<file path="src/rtl/dp_lane_pattern_gen.sv">
module dp_lane_pattern_gen #(
  parameter int          DATA_W    = 32,
  parameter int          ADDR_W    = 3,
  parameter int          SYM_W     = 10,
  parameter int          CNT_W     = 16,
  parameter logic [6:0]  PRBS_SEED = 7'h7F,
  parameter logic [15:0] SCR_SEED  = 16'hFFFF,
  parameter logic [15:0] SCR_TAPS  = 16'h0039,
  parameter logic [CNT_W-1:0] CNT_DEFAULT = 'hFC
) (
  input  logic              clk,
  input  logic              rst_n,
  input  logic              wr_en,
  input  logic [ADDR_W-1:0] wr_addr,
  input  logic [DATA_W-1:0] wr_data,
  output logic [SYM_W-1:0]  sym_o,
  output logic [3:0]        ready_o
);
  localparam int NMODE  = 4;
  localparam int CUST_W = 80;
  localparam int NSYM   = CUST_W / SYM_W;
  localparam int IDX_W  = $clog2(NSYM);
  localparam int HI_W   = CUST_W - 2 * DATA_W;
  localparam int M_TRN  = 0;
  localparam int M_PRBS = 1;
  localparam int M_CUST = 2;
  localparam int M_ERR  = 3;
  localparam logic [ADDR_W-1:0] A_MODE = 0;
  localparam logic [ADDR_W-1:0] A_C0   = 1;
  localparam logic [ADDR_W-1:0] A_C1   = 2;
  localparam logic [ADDR_W-1:0] A_C2   = 3;
  localparam logic [ADDR_W-1:0] A_CFG  = 4;
  localparam logic [SYM_W-1:0] D102 = SYM_W'(10'h155);

  logic [NMODE-1:0]  mode_q;
  logic [DATA_W-1:0] cust0_q, cust1_q;
  logic [HI_W-1:0]   cust2_q;
  logic [CNT_W-1:0]  cnt_q;
  logic              hold_q;
  logic [6:0]        prbs_q, prbs_nx;
  logic [15:0]       scr_q, scr_nx;
  logic [SYM_W-1:0]  prbs_sym, scr_sym;
  logic [IDX_W-1:0]  idx_q;
  logic [CNT_W-1:0]  run_q;
  logic [CUST_W-1:0] cust;
  logic              valid;
  logic              reseed;

  wire mode_wr = wr_en && (wr_addr == A_MODE);

  always_ff @(posedge clk) begin
    if (!rst_n) begin
      mode_q  <= '0;
      cust0_q <= DATA_W'(32'h3E0F83E0);
      cust1_q <= DATA_W'(32'h0F83E0F8);
      cust2_q <= HI_W'(16'hF83E);
      cnt_q   <= CNT_DEFAULT;
      hold_q  <= 1'b0;
    end else if (wr_en) begin
      if (wr_addr == A_MODE && (wr_data[NMODE-1:0] == '0 || mode_q == '0))
        mode_q <= wr_data[NMODE-1:0];
      if (wr_addr == A_C0) cust0_q <= wr_data;
      if (wr_addr == A_C1) cust1_q <= wr_data;
      if (wr_addr == A_C2) cust2_q <= wr_data[HI_W-1:0];
      if (wr_addr == A_CFG) begin
        cnt_q  <= wr_data[CNT_W-1:0];
        hold_q <= wr_data[CNT_W];
      end
    end
  end

  assign valid   = (mode_q != '0) && ((mode_q & (mode_q - 1'b1)) == '0);
  assign ready_o = valid ? mode_q : '0;
  assign cust    = {cust2_q, cust1_q, cust0_q};
  assign reseed  = !hold_q && (cnt_q != '0) && (run_q == cnt_q - 1'b1);

  always_comb begin
    prbs_nx = prbs_q;
    for (int i = 0; i < SYM_W; i++) begin
      prbs_sym[i] = prbs_nx[6] ^ prbs_nx[5];
      prbs_nx     = {prbs_nx[5:0], prbs_sym[i]};
    end
  end

  always_comb begin
    scr_nx = scr_q;
    for (int i = 0; i < SYM_W; i++) begin
      scr_sym[i] = scr_nx[15];
      scr_nx     = {scr_nx[14:0], 1'b0} ^ (scr_sym[i] ? SCR_TAPS : 16'h0000);
    end
  end

  always_ff @(posedge clk) begin
    if (!rst_n || !valid) begin
      sym_o  <= '0;
      prbs_q <= PRBS_SEED;
      scr_q  <= SCR_SEED;
      idx_q  <= '0;
      run_q  <= '0;
    end else begin
      if (mode_q[M_TRN]) sym_o <= D102;
      if (mode_q[M_PRBS]) begin
        sym_o  <= prbs_sym;
        prbs_q <= prbs_nx;
      end
      if (mode_q[M_CUST]) begin
        sym_o <= cust[idx_q * SYM_W +: SYM_W];
        idx_q <= (idx_q == IDX_W'(NSYM - 1)) ? '0 : idx_q + 1'b1;
      end
      if (mode_q[M_ERR]) begin
        sym_o <= scr_sym;
        if (reseed) begin
          scr_q <= SCR_SEED;
          run_q <= '0;
        end else begin
          scr_q <= scr_nx;
          run_q <= run_q + 1'b1;
        end
      end
    end
  end
endmodule

</file>
<file path="config.mk">
export PLATFORM = sky130hd
export DESIGN_NAME = dp_lane_pattern_gen
export DESIGN_NICKNAME = d
export VERILOG_FILES = /design/src/rtl/dp_lane_pattern_gen.sv
export SDC_FILE = /design/constraint.sdc
export NUM_CORES = 1
export LEC_CHECK = 0
export CORE_ASPECT_RATIO = 0.9
export CORE_MARGIN = 5
export CORE_UTILIZATION = 37
export DETAILED_ROUTE_END_ITERATION = 7
export GPL_ROUTABILITY_DRIVEN = 0
export GPL_TIMING_DRIVEN = 0
export SLEW_MARGIN = 20
export SYNTH_ARGS = -nofsm -noshare
export SYNTH_HDL_FRONTEND = slang
export SYNTH_SLANG_ARGS = --single-unit
</file>
<file path="constraint.sdc">
create_clock -name clk -period 3.6 [get_ports clk]
set_clock_uncertainty 0.15 [all_clocks]
set_input_delay 0.36 -clock clk [delete_from_list [all_inputs] [get_ports clk]]
set_output_delay 0.36 -clock clk [all_outputs]
set_load 0.01 [all_outputs]
</file>
; Word level (Yosys, flattened, before mapping)
; Cells that the tools add are included.
[totals]
out_inout_bits = 14
ff_bits = 153
[op_classes]
n_eq_ne = 6
n_mux = 18
mul = 1
addsub = 4
n_reduce_logical = 20
shifts = 1
bitwise = 21
[op_table]
columns = operator, count
row1 = $xor 16x6->16, 10
row2 = $shiftx 80x8->10, 1
row3 = $mux 6, 10
row4 = $mux 10, 4
row5 = $mux 16, 2
row6 = $add 16x1->16 const B, 1
row7 = $eq 16x16->1, 1
row8 = $reduce_bool 16->1, 1
row9 = $sub 16x1->16 const B, 1
row10 = $logic_not 4->1, 3
row11 = $reduce_and 2->1, 5
row12 = $xor 1x1->1, 10
row13 = $eq 3x2->1 const B, 2
row14 = $eq 3x3->1 const B, 2
row15 = $mul 3x3->6 const B, 1
row16 = $and 4x4->4, 1
row17 = $logic_and 1x1->1, 4
row18 = $mux 4, 1
row19 = $reduce_bool 4->1, 1
row20 = $sub 4x1->4 const B, 1
row21 = $add 3x1->3 const B, 1
row22 = $eq 3x1->1 const B, 1
row23 = $logic_not 1->1, 3
row24 = $logic_not 3->1, 1
row25 = 2 further kinds, 3

; Logic depth before layout (Yosys ltp)
; Gate-level depths: netlist (run 1).
[depth]
depth_word = 21
ltp_mapped = 11
depth_no_buf = 9

; Least setup slack after synthesis (run 1)
; OpenSTA, ideal clock, no wires.
[synth_timing]
kind = reg-to-reg
startpoint = reg cnt_q[0]
endpoint = reg scr_q[12]
required_time_ps = 3330
setup_slack_ps = 1042
period_less_slack_ps = 2558
stages_incl_launch_ff = 12
arrival_ps = 2288
cell_sequence = dfxtp_1 -> inv_1 -> ha_1 -> clkbuf_1 -> nor2b_1 -> nand3_1 -> a211oi_1 -> a2111oi_4 -> nand4_2 -> o31ai_4 -> buf_6 -> a211o_1
[synth_via]
elab_chain_len = 4
word_cells_on_any_way = 6
cone_classes = 1 x add/sub / 1 x eq/ne / 1 x mux / 3 x reduce/logical
[synth_lines]
columns = item, line_no
row1 = "start, declared", 38  ; logic [CNT_W-1:0] cnt_q;
row2 = "start signal, assigned", 66  ; cnt_q <= wr_data[CNT_W-1:0];
row3 = $sub 16x1->16 / $reduce_bool 16->1 (equally long branches), 75  ; assign reseed = !hold_q && (cnt_q != '0) && (run_q == cnt_q - 1'b1);
row4 = $eq 16x16->1 / $logic_and 1x1->1 (equally long branches), 75
row5 = $logic_and 1x1->1 *, 75
row6 = $mux 16 *, 112  ; if (reseed) begin
row7 = "end signal, assigned", 116  ; scr_q <= scr_nx;
row8 = "end, declared", 41  ; logic [15:0] scr_q, scr_nx;
; Every way passes the cells marked *; elsewhere a longest branch is shown, timed or not.
; A chain may end at the register's enable or synchronous reset.

; Worst setup path in the final report (run 1)
[layout_timing]
startpoint = reg cnt_q[0]
endpoint = reg scr_q[7]
; Same word-level chain as after synthesis.

==> key figures, run 1 <==
Status
  • Status: completed

Worst setup path
  • FF-to-FF path depth: 11
  • Setup crit start kind: flop
  • CP arrival: 3260 ps
  • CP Capture Type: flop
  • Worst r2r src: cnt_q[0]
  • Req. time, crit path: 3760 ps
  • Critical path class: reg2reg
  • CP max FO: 10
  • R2r endpoint: scr_q[7]
  • R2R setup slack: 500 ps

Clocking
  • Postcts setup bufs: 0
  • Cts bufs inserted: 17
  • Clock root cell: clkbuf_16
  • Clock latency on the worst-skew pair: 420 ps
  • Clk sinks: 153
  • Cts hold-fix bufs: 0
  • CTS tree: built
  • # H-tree levels: 4
  • Cts repair resizes: 0
  • CTS Buffer Depth: 2
  • Clock transition at path regs: 60 ps

Cells and area
  • Area Overhead vs Synth: 19.75%
  • N_diodes: 0
  • Commonest cells after routing, fill and taps aside: 225 x nand2_1, 153 x dfxtp_1, 59 x nor2_1
  • Commonest non-fill, non-tap cell in the layout: nand2_1
  • Filler cell count in the final layout: 1,954
  • Fraction of layout cells with a size suffix above 1: 8.386%
  • Final Net Count: 972

Yosys
  • Synthesis-stage register bit count: 153
  • Sequential share of the synthesized area: 41.53%
  • Syn nets: 902
  • Number of synthesized flops with an enable pin: 0
  • Post-Synthesis Cells: 859
  • FFs w/ async S/R, synth: 0%
  • Synth Area per Inst: 8.585 um^2
  • Yosys top cell by area: dfxtp_1
  • Post-Syn Area: 0.007375 mm^2
  • Ys flop type: dfxtp_1
  • Synth warnings: 0
  • Library cells used by synthesis: 54
  • Synth top area cells: dfxtp_1 42%, nand2_1 11%, mux4_2 6.1%
  • Share of the synthesized area in the top cell type: 41.53%

STA
  • Hold slack: 311.9 ps
  • Final setup violation count: 0
  • Worst rel slew slack: 41.47%
  • Final setup TNS: 0 ps
  • RSZ-0062 raised after global routing: no
  • Fin. Hold Viols: 0
  • Slew @ Worst Pin: 878.0 ps
  • Final Cycle Share: 86.10%
  • Final min period: 3100 ps
  • Final Max Tran Viols: 0
  • Max Freq: 322.6 MHz

Pwr
  • Cell-internal power: 3.012 mW
  • Sw Ratio: 22.91%
  • Combinational group share of total power: 6.8%
  • Leak: 3.128 nW
  • Total Power: 3.907 mW
  • Sequential Power Share: 44.9%
  • Maximum VDD drop: 0.2562 mV
  • P per Cell Area: 442.4 mW/mm^2
  • Clock Power Share: 48.4%
  • Psw: 0.8952 mW

Routing
  • Wire length per cell: 17.42 um
  • WL final: 20,850 um
  • Drt pass-1 iters: 5
  • Via count: 6,201
  • DR DRC count: 0
  • Final ANT Viol Nets: 0
  • DRT iter0 DRCs: 407
  • Vias per cell: 5.180

Die
  • Die Y: 143.9 um
  • Core footprint: 0.01980 mm^2
  • IO Pins: 52
  • Initial core utilization: 37.24%
  • Die area: 0.02286 mm^2
  • # rows: 49
  • Die X: 158.8 um

Global routing
  • Largest net degree at the start of global routing: 17
  • Grt met2 use: 29.86%
  • Total Routing Usage GR: 18.42%
  • Met3 GRT Util: 4.015%
  • Remaining Overflow, GRT: 0
  • Initial antenna violation count: 0
  • First-pass GRT wire length: 33,490 um
  • Met1 Use GR: 25.53%
  • Global routing's busiest layer: met2
  • Vias in the first global route: 6,081

Place
  • DP HPWL: 15,270 um
  • Port Buffers: 51

Hold path
  • Hold Path Origin: cust1_q[1]
  • Hold path cells: 2
  • Worst Hold Class: reg2reg
  • Hold worst-path end: cust1_q[1]

Flow run
  • Max_cap viols: 0
==> power groups by stage <==
stage / sequential, mW / combinational, mW / clock (mW)
2_1_floorplan: 1.78 / 0.137 / 0
3_3_place_gp: 1.79 / 0.262 / 0
3_5_place_dp: 1.79 / 0.263 / 0
4_1_cts: 1.75 / 0.264 / 1.91
5_1_grt: 1.76 / 0.288 / 1.99
6_report: 1.75 / 0.265 / 1.89
==> synth_stat cells, types with 4 or more instances <==
cell and number:
nor2b_1 9, a21boi_0 52, nand2_1 225, nand3_1 57
nor2_1 59, clkbuf_1 55, a221oi_1 6, a21oi_1 10
a211o_1 18, mux2i_1 10, o211ai_1 5, ha_1 5
o21ai_0 14, and2_1 4, a211oi_1 4, nand4_1 8
xnor2_1 49, mux2_2 8, and3_1 6, xor2_1 22
nor3_1 8, nor4_1 4, mux4_2 20, inv_1 6
dfxtp_1 153
==> area by class of cell <==
| class | count | area (um^2) | area share [%] |
|---|---|---|---|
| buffer | 64 | 262.8 | 2.975 |
| clock buffer | 23 | 488.0 | 5.526 |
| clock inverter | 9 | 138.9 | 1.573 |
| inverter | 7 | 26.28 | 0.2975 |
| multi-input combinational | 635 | 4023 | 45.55 |
| sequential | 153 | 3063 | 34.68 |
| tap | 255 | 319.1 | 3.613 |
| timing repair buffer | 51 | 510.5 | 5.781 |
==> critical path, stage by stage, from the launching register on <==
cell and delay, ps:
dfxtp_1 370, inv_1 110, ha_1 150, clkbuf_1 340
nor2b_1 410, nand3_1 130, a211oi_1 490, a2111oi_4 140
nand4_2 170, o31ai_4 90, buf_6 170, a211o_1 260
==> flip-flops by register name, indices dropped and copies added (netlist names) <==
| signal | flops |
|---|---|
| sym_o | 10 |
| idx_q | 3 |
| run_q | 16 |
| prbs_q | 7 |
| cust2_q | 16 |
| scr_q | 16 |
| mode_q | 4 |
| cust0_q | 32 |
| cust1_q | 32 |
| cnt_q | 16 |
| hold_q | 1 |
==> logic make-up after synthesis <==
kind of cell,Yosys count,synth area share [%]
flops,153,41.53
compound gates,121,12.50
buf+inv,71,3.919
simple gates,400,24.08
fa+ha+maj,5,0.8483
xor+xnor,71,8.432
mux,38,8.687
==> routing by layer <==
layer | vias to the layer above | routed length [um] | part of all wire (%)
met4 | 0 | 223 | 1.1
li1 | 3075 | - | -
met2 | 150 | 9471 | 45
met5 | - | 0 | 0
met3 | 18 | 1090 | 5.2
met1 | 2958 | 10070 | 48
==> how the worst max path moves through the flow <==
stage,startpoint,end,cells past startpoint,slack [ps]
floorplan,cnt_q[0],scr_q[12],11,1040
global placement,cnt_q[0],scr_q[15],11,610
detailed placement,cnt_q[0],scr_q[7],11,540
CTS,cnt_q[0],scr_q[11],11,530
global route,cnt_q[0],scr_q[11],11,320
finish,cnt_q[0],scr_q[7],11,500
==> metrics by stage <==
stage | util [%] | cells | area, um^2 | setup WS, ps
2_1_floorplan | - | 859 | 7375 | 1042
3_3_place_gp | 41.43 | 1165 | 8204 | 613.0
3_5_place_dp | 41.43 | 1165 | 8204 | 544.9
4_1_cts | 44.59 | 1197 | 8831 | 526.0
5_1_grt | 44.59 | 1197 | 8831 | 318.4
6_report | 44.59 | 1197 | 8831 | 500.3
No activity file was read; power rests on OpenSTA's default activity.
==> run 2, diff against run 1 <==
Settings changed: CTS_CLUSTER_SIZE from default to 25.
==> results of run 2 <==
The final DEF is identical to that of run 1; final timing and power are the same.
